[src/rtl/gpio_ovr_pkg.sv]
package gpio_ovr_pkg;
  typedef enum logic [1:0] {
    RA_PORT = 2'd0,
    RA_LAT  = 2'd1,
    RA_DIR  = 2'd2,
    RA_NONE = 2'd3
  } reg_addr_e;
endpackage

[src/rtl/gpio_rst_sync.sv]
module gpio_rst_sync #(
  parameter int STAGES = 2
) (
  input  logic clk,
  input  logic rst_n_a,
  output logic rst_n_o
);
  logic [STAGES-1:0] chain_q;
  logic [STAGES-1:0] chain_d;

  always_comb begin
    chain_d = {chain_q[STAGES-2:0], 1'b1};
  end

  always_ff @(posedge clk or negedge rst_n_a) begin
    if (!rst_n_a) chain_q <= '0;
    else          chain_q <= chain_d;
  end

  assign rst_n_o = chain_q[STAGES-1];
endmodule

[src/rtl/gpio_in_sync.sv]
module gpio_in_sync #(
  parameter int               WIDTH   = 6,
  parameter int               STAGES  = 2,
  parameter logic [WIDTH-1:0] RST_VAL = '0
) (
  input  logic             clk,
  input  logic             rst_n,
  input  logic [WIDTH-1:0] d,
  output logic [WIDTH-1:0] q
);
  logic [STAGES-1:0][WIDTH-1:0] stg_q;
  logic [STAGES-1:0][WIDTH-1:0] stg_d;

  always_comb begin
    stg_d[0] = d;
    for (int k = 1; k < STAGES; k++) stg_d[k] = stg_q[k-1];
  end

  always_ff @(posedge clk or negedge rst_n) begin
    if (!rst_n) stg_q <= {STAGES{RST_VAL}};
    else        stg_q <= stg_d;
  end

  assign q = stg_q[STAGES-1];
endmodule

[src/rtl/gpio_regs.sv]
module gpio_regs
  import gpio_ovr_pkg::*;
#(
  parameter int NUM_IO = 5
) (
  input  logic              clk,
  input  logic              rst_n,
  input  logic              wr_en,
  input  reg_addr_e         addr,
  input  logic [NUM_IO-1:0] wdata,
  output logic [NUM_IO-1:0] lat_q,
  output logic [NUM_IO-1:0] dir_q
);
  logic [NUM_IO-1:0] lat_d, dir_d;
  logic              lat_en, dir_en;

  always_comb begin
    lat_en = wr_en && (addr == RA_PORT || addr == RA_LAT);
    dir_en = wr_en && (addr == RA_DIR);
    lat_d  = lat_q;
    dir_d  = dir_q;
    if (lat_en) lat_d = wdata;
    if (dir_en) dir_d = wdata;
  end

  always_ff @(posedge clk or negedge rst_n) begin
    if (!rst_n) begin
      lat_q <= '0;
      dir_q <= '1;
    end else begin
      if (lat_en) lat_q <= lat_d;
      if (dir_en) dir_q <= dir_d;
    end
  end

  assert_latch_write_R5: assert property (@(posedge clk) disable iff (!rst_n)
    (wr_en && (addr == RA_PORT || addr == RA_LAT)) |=> lat_q == $past(wdata));

  assert_dir_write_R6: assert property (@(posedge clk) disable iff (!rst_n)
    (wr_en && addr == RA_DIR) |=> dir_q == $past(wdata));

  // only an explicit direction write moves the direction bits
  assert_dir_hold_R7: assert property (@(posedge clk) disable iff (!rst_n)
    !(wr_en && addr == RA_DIR) |=> $stable(dir_q));

  assert_latch_hold_R10: assert property (@(posedge clk) disable iff (!rst_n)
    !(wr_en && (addr == RA_PORT || addr == RA_LAT)) |=> $stable(lat_q));
endmodule

[src/rtl/gpio_pin_mux.sv]
module gpio_pin_mux #(
  parameter int NUM_IO = 5
) (
  input  logic [NUM_IO-1:0] dir_q,
  input  logic [NUM_IO-1:0] lat_q,
  input  logic [NUM_IO-1:0] periph_sel,
  input  logic [NUM_IO-1:0] periph_oe,
  input  logic [NUM_IO-1:0] periph_do,
  output logic [NUM_IO-1:0] pad_oe,
  output logic [NUM_IO-1:0] pad_out
);
  for (genvar i = 0; i < NUM_IO; i++) begin : g_pin
    assign pad_oe[i]  = periph_sel[i] ? periph_oe[i] : ~dir_q[i];
    assign pad_out[i] = periph_sel[i] ? periph_do[i] : lat_q[i];
  end
endmodule

[src/rtl/gpio_ovr_port.sv]
module gpio_ovr_port
  import gpio_ovr_pkg::*;
#(
  parameter int NUM_IO      = 5,
  parameter int DATA_W      = 8,
  parameter int SYNC_STAGES = 2
) (
  input  logic              clk,
  input  logic              rst_n,
  input  logic [1:0]        reg_addr,
  input  logic              reg_wr,
  input  logic [DATA_W-1:0] reg_wdata,
  output logic [DATA_W-1:0] reg_rdata,
  input  logic              cfg_rst_en,
  input  logic [NUM_IO-1:0] periph_sel,
  input  logic [NUM_IO-1:0] periph_oe,
  input  logic [NUM_IO-1:0] periph_do,
  input  logic [NUM_IO:0]   pad_in,
  output logic [NUM_IO-1:0] pad_out,
  output logic [NUM_IO-1:0] pad_oe,
  output logic              mrst_req
);
  localparam int        PIN_W  = NUM_IO + 1;
  localparam int        IN_PIN = NUM_IO;
  localparam logic [PIN_W-1:0] SYNC_RST = PIN_W'(1) << IN_PIN;

  logic              rst_n_s;
  logic [PIN_W-1:0]  pin_s;
  logic [NUM_IO-1:0] lat_q, dir_q;
  logic              mrst_d, mrst_q;
  logic              unused_wdata;
  reg_addr_e         addr_e;

  assign addr_e       = reg_addr_e'(reg_addr);
  assign unused_wdata = ^reg_wdata[DATA_W-1:NUM_IO];

  gpio_rst_sync #(.STAGES(SYNC_STAGES)) u_rst_sync (
    .clk(clk), .rst_n_a(rst_n), .rst_n_o(rst_n_s)
  );

  gpio_in_sync #(.WIDTH(PIN_W), .STAGES(SYNC_STAGES), .RST_VAL(SYNC_RST)) u_in_sync (
    .clk(clk), .rst_n(rst_n_s), .d(pad_in), .q(pin_s)
  );

  gpio_regs #(.NUM_IO(NUM_IO)) u_regs (
    .clk(clk), .rst_n(rst_n_s), .wr_en(reg_wr), .addr(addr_e),
    .wdata(reg_wdata[NUM_IO-1:0]), .lat_q(lat_q), .dir_q(dir_q)
  );

  gpio_pin_mux #(.NUM_IO(NUM_IO)) u_pin_mux (
    .dir_q(dir_q), .lat_q(lat_q), .periph_sel(periph_sel),
    .periph_oe(periph_oe), .periph_do(periph_do),
    .pad_oe(pad_oe), .pad_out(pad_out)
  );

  always_comb begin
    reg_rdata = '0;
    unique case (addr_e)
      RA_PORT: begin
        reg_rdata[NUM_IO-1:0] = pin_s[NUM_IO-1:0];
        reg_rdata[IN_PIN]     = ~cfg_rst_en & pin_s[IN_PIN];
      end
      RA_LAT:  reg_rdata[NUM_IO-1:0] = lat_q;
      RA_DIR:  reg_rdata[NUM_IO-1:0] = dir_q;
      default: reg_rdata = '0;
    endcase
  end

  always_comb begin
    mrst_d = cfg_rst_en & ~pin_s[IN_PIN];
  end

  always_ff @(posedge clk or negedge rst_n_s) begin
    if (!rst_n_s) mrst_q <= 1'b0;
    else          mrst_q <= mrst_d;
  end

  assign mrst_req = mrst_q;

  assert_no_rst_req_R9: assert property (@(posedge clk) disable iff (!rst_n_s)
    !cfg_rst_en |=> !mrst_req);

  assert_rst_req_R8: assert property (@(posedge clk) disable iff (!rst_n_s)
    (cfg_rst_en && !pin_s[IN_PIN]) |=> mrst_req);
endmodule

[config.mk]
export PLATFORM = sky130hd
export DESIGN_NAME = gpio_ovr_port
export DESIGN_NICKNAME = d
export VERILOG_FILES = /design/src/rtl/gpio_ovr_pkg.sv /design/src/rtl/gpio_rst_sync.sv /design/src/rtl/gpio_in_sync.sv /design/src/rtl/gpio_regs.sv /design/src/rtl/gpio_pin_mux.sv /design/src/rtl/gpio_ovr_port.sv
export SDC_FILE = /design/constraint.sdc
export NUM_CORES = 1
export LEC_CHECK = 0
export BUFFER_PORTS_ARGS = -buffer_cell sky130_fd_sc_hd__buf_2
export CAP_MARGIN = 20
export CORE_ASPECT_RATIO = 0.6
export CORE_UTILIZATION = 40
export DETAILED_ROUTE_END_ITERATION = 10
export PLACE_DENSITY = 0.75
export REMOVE_ABC_BUFFERS = 1
export SLEW_MARGIN = 40
export SYNTH_ARGS = -nofsm -noshare
export SYNTH_HDL_FRONTEND = slang
export SYNTH_SLANG_ARGS = --single-unit
[constraint.sdc]
create_clock -name clk -period 0.92 [get_ports clk]
set_input_delay 0.138 -clock clk [delete_from_list [all_inputs] [get_ports clk]]
set_output_delay 0.138 -clock clk [all_outputs]
set_load 0.005 [all_outputs]
==> metrics.csv <==
metric,value,unit
cp_data_required_time,0.78,ns
p_leak,0.0008190,uW
path_max_fanout,2,
vdd_drop_max,1.367,mV
drt.antenna.violating_nets,0,
clock_latency,0.26,ns
slew_viol_final,0,
synthAdderAreaFrac,0,%
hold_path.class,in2reg,
fin_crit,1.275,ns
status,finished with violations,
dieArea,2843,um2
crit_path_start_kind,flip-flop,
ioPinCount,54,
yosys.cell_types.count,16,
drtIter0Drc,6,
layout-drive-gt1-share,68.75,%
cap_violations,0,
h-tree-depth,1,
place_ws,-0.1356,ns
synth_ff_type,dfrtp_1,
crit_path_end_kind,output port,
clk_pin_slew_worst_paths,0.08,ns
track_usage,16.61,%
violations,setup timing,
hold_viol,0,
synth_edf_count,0,
yosys.area_share.simple,7.262,%
numCtsBuffers,3,
synthTopCellsByArea,"dfrtp_1, dfstp_2, mux2_2",
post-route-period-util,138.6,%
die_x,68.18,um
syn_avg_cell_area,15.01,um2
dr.pass1.iters,2,
grt_remaining_overflow,0,
antenna_found_initial,0,
synth_common_cells,"dfrtp_1, mux2_2, dfstp_2",
synth_top_area_share,42.86,%
drc_errors,0,
clock_sinks,25,
fmax,784.0,MHz
wire_per_inst,12.77,um
tritoncts,built,
seq_area_frac_synth,60.36,%
yosys_warnings,0,
root_buffer,clkbuf_8,
synth_xor_xnor_area_share,0,%
syn_inst,70,
synth_top_family_by_area,multiplexers,
grt_max_degree,16,
grt_pass1_wl,3408,um
vias,811,
initial_core_util,45.19,%
setup_violations,16,
async_flop_share,100.0,%
power.density,1622,nW/um2
crit_type,reg2out,
synthToLayoutAreaGrowth,52.98,%
final_cells,174,
muxShareOfSynthArea,22.62,%
grt_setup_unrepaired,true,
ys_ff_latch,25,
viasPerCell,4.661,
skew,0.006381,ns
clockBufferDepth,2,
die_y,41.71,um
nets,180,
fin_ws,-0.3555,ns
fp-row-count,13,
antenna_cells,0,
worstPathArrival,1.14,ns
drt-total-wl,2222,um
grt_pass1_vias,807,
placed_cells,155,
yosysMostFrequentCell,dfrtp_1,
core_area,2326,um2
port_buffers,48,
netlist_area,1051,um2
place_congestion,0.6855,
yosys.area.top_type,dfrtp_1,
synth_compound_area_share,6.548,%
where the power goes:
part / switching [uW] / internal, uW / leakage (uW)
registers: 60.7 / 1240 / 0.000285
clock network: 324 / 302 / 0.0000255
logic: 235 / 445 / 0.000509
total: 620 / 1990 / 0.000819
routing by layer:
layer  routed length [um]  track usage [%]  vias to the layer above
li1                     -                -                      393
met1                  949            19.49                      382
met2                 1103            28.63                       34
met3                  161            6.044                        2
met4                    8            3.750                        0
met5                    0                0                        -
stage by stage:
step	hold WS (ns)	TNS [ns]	area [um2]	total power (uW)	util, %
after global placement	-0.07709	-1.076	1374	1792	59.06
after CTS	0.1130	-4.874	1556	2548	66.92
final	0.1158	-4.798	1608	2608	69.12
after detailed placement	-0.07323	-1.196	1374	1813	59.06
after global routing	0.1042	-5.596	1608	2744	69.12
after floorplan	-0.1576	0	1028	1541	-
timing repair:
action | CTS | global route
pin swaps | 7 | 2
buffers inserted | 7 | 1
gates resized for setup | 7 | 12
hold buffers | 7 | 0
endpoints found under the hold margin | 8 | 0
setup endpoints to repair | 16 | 20
critical path, cell delays in order, from the launching register on:
cell and delay [ns]:
dfstp_2 0.55, mux2i_1 0.07, o2bb2ai_1 0.12, buf_2 0.13
flip-flops by register name, indices dropped and copies added (netlist names):
name and cells:
u_rst_sync.chain_q 2, u_regs.lat_q 5, mrst_req 1, u_in_sync.q 6, u_regs.dir_q 5, u_in_sync.stg_d 6
final timing paths:
| path | from | cells past startpoint | slack (ns) | endpoint |
|---|---|---|---|---|
| hold / removal | reg_wdata[4] | 2 | 0.12 | u_regs.dir_q[4] |
| hold reg to reg | u_rst_sync.chain_q[1] | 1 | 0.16 | u_in_sync.stg_d[7] |
| min in group asynchronous | u_rst_sync.chain_q[1] | 1 | 0.16 | u_in_sync.stg_d[7] |
| setup / recovery | u_regs.dir_q[4] | 3 | -0.36 | reg_rdata[4] |
| max in group asynchronous | u_rst_sync.chain_q[1] | 1 | 0.48 | u_regs.dir_q[0] |
| setup reg to reg | u_regs.dir_q[0] | 3 | 0.02 | u_regs.dir_q[0] |
layout by cell type (no fill, tap or decap), drive strengths merged:
cell	Yosys	layout
nand3b	1	1
conb	2	3
nor2b	2	2
dfrtp	18	18
mux2i	5	5
clkinv	0	1
dlygate4sd3	0	7
nor4b	1	1
o2bb2ai	5	5
clkbuf	0	3
buf	3	65
o21ai	5	5
and2b	1	1
nand2	5	5
mux2	15	15
dfstp	7	7
area by class of cell:
| type | count | area (um2) |
|---|---|---|
| multi-input combinational | 43 | 419.2 |
| fill | 177 | 718.2 |
| tap | 30 | 37.54 |
| sequential | 25 | 634.4 |
| clock buffer | 3 | 41.29 |
| clock inverter | 1 | 5.005 |
| timing repair buffer | 72 | 470.5 |
kinds of logic after synthesis:
| kind of cell | count (synthesis) |
|---|---|
| and+or+nand+nor | 10 |
| muxes | 20 |
| DFF | 25 |
| buffers and inverters | 3 |
| other | 2 |
| AOI/OAI and AO/OA | 10 |
(Power assumes the default switching activity.)
